File: config.mk
export PLATFORM = sky130hd
export DESIGN_NAME = ecc_hamming_gen
export DESIGN_NICKNAME = d
export VERILOG_FILES = /design/src/rtl/ecc_hm_pkg.sv /design/src/rtl/ecc_byte_contrib.sv /design/src/rtl/ecc_sector_ctrl.sv /design/src/rtl/ecc_hamming_gen.sv
export SDC_FILE = /design/constraint.sdc
export NUM_CORES = 1
export LEC_CHECK = 0
export ABC_AREA = 1
export CORE_MARGIN = 2
export CORE_UTILIZATION = 60
export CTS_CLUSTER_DIAMETER = 150
export DETAILED_ROUTE_END_ITERATION = 8
export DONT_BUFFER_PORTS = 1
export GPL_TIMING_DRIVEN = 0
export PLACE_DENSITY_LB_ADDON = 0.12
export SETUP_SLACK_MARGIN = 0.02
export SYNTH_ARGS = -nofsm -noshare
export SYNTH_HDL_FRONTEND = slang
export SYNTH_SLANG_ARGS = --single-unit
File: constraint.sdc
create_clock -name clk -period 4.1 [get_ports clk]
set_input_delay 0.205 -clock clk [delete_from_list [all_inputs] [get_ports clk]]
set_output_delay 0.205 -clock clk [all_outputs]
set_load 0.01 [all_outputs]
File: src/rtl/ecc_hm_pkg.sv
package ecc_hm_pkg;
  typedef enum logic {
    SEC_FILL = 1'b0,
    SEC_FULL = 1'b1
  } sec_state_t;
endpackage

File: src/rtl/ecc_byte_contrib.sv
module ecc_byte_contrib #(
  parameter int DATA_W = 8,
  parameter int ADDR_W = 9,
  localparam int BIT_W = $clog2(DATA_W),
  localparam int IDX_W = ADDR_W + BIT_W
) (
  input  logic [ADDR_W-1:0] addr,
  input  logic [DATA_W-1:0] data,
  output logic [IDX_W-1:0]  hi_par,
  output logic [IDX_W-1:0]  lo_par
);
  // mask of data bit positions whose position bit j equals sel
  function automatic logic [DATA_W-1:0] col_mask(input int j, input logic sel);
    logic [DATA_W-1:0] m;
    for (int i = 0; i < DATA_W; i++) m[i] = (((i >> j) & 1) == int'(sel));
    return m;
  endfunction

  logic row_par;
  assign row_par = ^data;

  for (genvar j = 0; j < BIT_W; j++) begin : g_col
    assign hi_par[j] = ^(data & col_mask(j, 1'b1));
    assign lo_par[j] = ^(data & col_mask(j, 1'b0));
  end

  for (genvar a = 0; a < ADDR_W; a++) begin : g_row
    assign hi_par[BIT_W+a] = row_par &  addr[a];
    assign lo_par[BIT_W+a] = row_par & ~addr[a];
  end

  // every set data bit lands in exactly one of the two sets per index bit
  always_comb begin
    for (int k = 0; k < IDX_W; k++)
      assert ((hi_par[k] ^ lo_par[k]) == row_par)
        else $error("p_split_consistent_r3: index bit %0d", k);
  end
endmodule

File: src/rtl/ecc_sector_ctrl.sv
module ecc_sector_ctrl
  import ecc_hm_pkg::*;
#(
  parameter int SECTOR_BYTES = 512,
  localparam int ADDR_W = $clog2(SECTOR_BYTES)
) (
  input  logic              clk,
  input  logic              rst_n,
  input  logic              start,
  input  logic              din_valid,
  output logic              accept,
  output logic [ADDR_W-1:0] addr,
  output logic              done
);
  localparam logic [ADDR_W-1:0] LAST_ADDR = ADDR_W'(SECTOR_BYTES - 1);

  sec_state_t       state;
  logic [ADDR_W-1:0] count;
  logic             last_byte;

  assign accept    = din_valid && !start && (state == SEC_FILL);
  assign last_byte = accept && (count == LAST_ADDR);
  assign addr      = count;

  always_ff @(posedge clk or negedge rst_n) begin
    if (!rst_n) begin
      state <= SEC_FILL;
      count <= '0;
      done  <= 1'b0;
    end else if (start) begin
      state <= SEC_FILL;
      count <= '0;
      done  <= 1'b0;
    end else begin
      done <= last_byte;
      if (accept) begin
        count <= count + ADDR_W'(1);
        if (last_byte) state <= SEC_FULL;
      end
    end
  end

  p_done_one_cycle_r6: assert property (@(posedge clk) disable iff (!rst_n)
    done |=> !done);
  p_done_when_full_r6: assert property (@(posedge clk) disable iff (!rst_n)
    done |-> (state == SEC_FULL));
  p_full_blocks_r7: assert property (@(posedge clk) disable iff (!rst_n)
    (state == SEC_FULL) |-> !accept);
  p_start_priority_r8: assert property (@(posedge clk) disable iff (!rst_n)
    start |-> !accept);
  p_start_rewinds_r2: assert property (@(posedge clk) disable iff (!rst_n)
    start |=> (count == '0) && (state == SEC_FILL));
endmodule

File: src/rtl/ecc_hamming_gen.sv
module ecc_hamming_gen #(
  parameter int SECTOR_BYTES = 512,
  parameter int DATA_W = 8,
  localparam int ADDR_W = $clog2(SECTOR_BYTES),
  localparam int BIT_W = $clog2(DATA_W),
  localparam int IDX_W = ADDR_W + BIT_W,
  localparam int CODE_W = 2 * IDX_W
) (
  input  logic              clk,
  input  logic              rst_n,
  input  logic              start,
  input  logic              din_valid,
  input  logic [DATA_W-1:0] din,
  output logic [CODE_W-1:0] code,
  output logic              done
);
  logic              accept;
  logic [ADDR_W-1:0] byte_addr;
  logic [IDX_W-1:0]  hi_par;
  logic [IDX_W-1:0]  lo_par;
  logic [CODE_W-1:0] acc;

  ecc_sector_ctrl #(.SECTOR_BYTES(SECTOR_BYTES)) u_ctrl (
    .clk(clk), .rst_n(rst_n), .start(start), .din_valid(din_valid),
    .accept(accept), .addr(byte_addr), .done(done)
  );

  ecc_byte_contrib #(.DATA_W(DATA_W), .ADDR_W(ADDR_W)) u_contrib (
    .addr(byte_addr), .data(din), .hi_par(hi_par), .lo_par(lo_par)
  );

  always_ff @(posedge clk or negedge rst_n) begin
    if (!rst_n)      acc <= '0;
    else if (start)  acc <= '0;
    else if (accept) acc <= acc ^ {hi_par, lo_par};
  end

  // stored inverted so an erased sector matches its all-ones spare bytes
  assign code = ~acc;

  p_start_clears_r2: assert property (@(posedge clk) disable iff (!rst_n)
    start |=> (code == '1) && !done);
  p_idle_holds_r9: assert property (@(posedge clk) disable iff (!rst_n)
    (!accept && !start) |=> $stable(code));
  p_ignored_byte_r7: assert property (@(posedge clk) disable iff (!rst_n)
    (done && din_valid && !start) |=> $stable(code));
endmodule

==> flow_metrics.env <==
export IMPL_synth_cell_type_count=23
export IMPL_gp_congestion=0.7949
export IMPL_grt_antenna_before_repair=0
export IMPL_insertedDiodeCount=0
export IMPL_grtUsageTotal=0.2578
export IMPL_area_growth_syn_to_layout_pct=8.496
export IMPL_grt_overflow=0
export IMPL_grt_pass1_vias=1946
export IMPL_io_buffers=0
export IMPL_die_h_um=65.08
export IMPL_yosysSeqAreaShare=0.3913
export IMPL_p_leak_nw=1.307
export IMPL_post_cts_setup_buffer_count=0
export IMPL_cts_inserted_buffers=5
export IMPL_slew_viol_final=0
export IMPL_cts_tree="yes"
export IMPL_critPathMostFrequentCell="ha_1"
export IMPL_fin_util=0.6684
export IMPL_hold_depth=2
export IMPL_rrSetupSlack_ps=2440
export IMPL_clk_pin_slew_ps=70
export IMPL_num_vias=1970
export IMPL_status="finished, final reports clean"
export IMPL_cp_depth=7
export IMPL_grt_max_degree=36
export IMPL_clkSinkCount=35
export IMPL_startpoint="u_ctrl.addr[0]$_DFFE_PN0P_"
export IMPL_drive_gt1_frac=0.1192
export IMPL_setup_tns_final_ps=0
export IMPL_drt_iter0_markers=131
export IMPL_synth_avg_cell_area_um2=6.702
export IMPL_rsz0062_at_grt="false"
export IMPL_reg2reg_from="u_ctrl.addr[0]$_DFFE_PN0P_"
export IMPL_path_class="flip-flop to flip-flop"
export IMPL_endpoint_kind="flip-flop"
export IMPL_clockBufferDepth=2
export IMPL_syn_cell_area_um2=2238
export IMPL_post_cts_resize_count=0
export IMPL_syn_instance_count=334
export IMPL_critPathBufInv=0
export IMPL_slowest_stage="dfrtp_1"
export IMPL_final_period_utilization=0.4060
export IMPL_wl_per_cell_um=12.06
export IMPL_die_area_um2=4235
export IMPL_root_buffer="clkbuf_8"
export IMPL_synthArstFlopShare=1.000
export IMPL_drcViolationCount=0
export IMPL_dp_hpwl_mm=3.531
export IMPL_tightestPinTransition_ps=455.0
export IMPL_ys_flop_type="dfrtp_1"
export IMPL_finalSetupViolations=0
export IMPL_hp_start="start"
export IMPL_cts_hold_buf=2
export IMPL_path_cells="ha_1 -> nand3_1 -> nor3_1 -> and3_1 -> ha_1 -> nand2_1 -> o21ai_0"
export IMPL_num_rows=22
export IMPL_timing_fmax_ghz=0.6007
export IMPL_period_needed_ps=1665
export IMPL_coreArea_um2=3633
export IMPL_io_pins=37
export IMPL_die_w_um=65.08
export IMPL_nNetsFinal=357
export IMPL_slowest_delay_ps=440
export IMPL_vias_per_cell=5.026
export IMPL_fillCellCount=337
export IMPL_detail_route_first_pass_iterations=5
export IMPL_worstPathArrival_ps=1840
export IMPL_synth_edf_count=0
export IMPL_layout_cells_non_filler=392
export IMPL_yosysWarnings=0
export IMPL_worst_slack_ps=2435
export IMPL_finClkSkew_ps=5.890
export IMPL_synthesis_nets=348
export IMPL_hp_class="input pin to flip-flop"
export IMPL_reg2reg_depth=7
export IMPL_start_kind="flip-flop"
export IMPL_dp_slack_ps=2471
export IMPL_cp_max_fo=6
export IMPL_clkLatencyLatePin_ps=290
export IMPL_htreeDepth=2
export IMPL_antenna_left=0
export IMPL_drt_wl_total_mm=4.727
export IMPL_power_w=0.0008134
export IMPL_path_delay_family="simple AND/OR/NAND/NOR gates"
export IMPL_grt_pass1_wl_mm=8.438
export IMPL_synth_seq_cells=35
export IMPL_cap_violations=0
export IMPL_cp_required_ps=4270
export IMPL_peakVddDrop_uv=195.8
export IMPL_power_density_nw_per_um2=334.9
export IMPL_finalHoldViolations=0
export IMPL_dp_cells=382
export IMPL_initial_utilization=0.6160
export IMPL_slew_headroom=0.6967
Yosys cell counts (5+ instances only):
master,number,area (µm²)
xor2_1,5,43.79
nor2_1,48,180.2
nand2_2,10,62.56
nor2_2,5,31.28
inv_2,6,22.52
nand2_1,85,319.1
nor3_1,6,30.03
inv_1,59,221.5
a21oi_1,5,25.02
nand3_1,42,210.2
o21ai_0,10,50.05
dfrtp_1,35,875.8
per-layer routing:
layer / vias to the layer above / share of wire / global-route usage
met1: 890 / 0.46 / 0.3179
met3: 8 / 0.056 / 0.08681
met4: 0 / 0.013 / 0.08073
li1: 1030 / - / -
met2: 42 / 0.47 / 0.4278
met5: - / 0 / 0
cells in the final DEF (no fill, tap or decap):
cell            n
inv_2           6
nor2_2          5
nand2_2        10
dfrtp_1        35
nand3_2         1
nor2_1         48
xor2_1          5
buf_6           2
buf_8           1
inv_1          59
ha_1            2
buf_12          1
nand2_4         4
buf_2           3
buf_1           1
o21ai_0        10
nor2_4          1
nor3_1          6
a31oi_1         1
clkbuf_1        1
a21oi_1         5
and3_1          1
nand3_1        42
dlygate4sd3_1   1
nand4_1         1
clkbuf_8        7
nand2_1        85
path summary, 6_finish.rpt:
| kind | end |
|---|---|
| hold / removal | acc[12]$_DFFE_PN0P_ |
| max in group asynchronous | acc[17]$_DFFE_PN0P_ |
| hold reg to reg | acc[1]$_DFFE_PN0P_ |
| min in group asynchronous | acc[14]$_DFFE_PN0P_ |
| setup reg to reg | u_ctrl.addr[8]$_DFFE_PN0P_ |
| setup / recovery | u_ctrl.addr[8]$_DFFE_PN0P_ |
registers in the layout, indices dropped and copies added (netlist names):
name	flops
u_ctrl.state	1
u_ctrl.addr	9
acc	24
u_ctrl.done	1
logic make-up after synthesis:
| group | count (synthesis) | share of synthesized area |
|---|---|---|
| flops | 35 | 0.3913 |
| buf+inv | 72 | 0.1341 |
| simple gates | 204 | 0.4075 |
| xor+xnor | 5 | 0.01956 |
| compound gates | 16 | 0.03633 |
| fa+ha+maj | 2 | 0.01118 |
power by group:
| group | leakage [nW] | internal [W] | switching (W) | total (W) |
|---|---|---|---|---|
| sequential | 0.472 | 0.000364 | 0.0000114 | 0.000375 |
| combinational | 0.783 | 0.0000510 | 0.000110 | 0.000161 |
| clock | 0.0515 | 0.000153 | 0.000124 | 0.000277 |
metrics by stage:
step	hold WS (ps)	instance area [µm²]
after CTS	190.7	2429
after global placement	-89.82	2298
after detailed placement	-89.79	2298
final	198.4	2429
after floorplan	-90.59	2238
after global routing	199.1	2429
cell type report:
type                       instances  area [µm²]  area share
inverter                          65       244.0      0.1005
sequential                        35       875.8      0.3606
multi-input combinational        227        1062      0.4374
timing repair buffer               2       30.03     0.01236
buffer                             7       56.30     0.02318
clock buffer                       8       100.1     0.04122
tap                               48       60.06     0.02473
No activity file was read; power rests on OpenSTA's default activity.
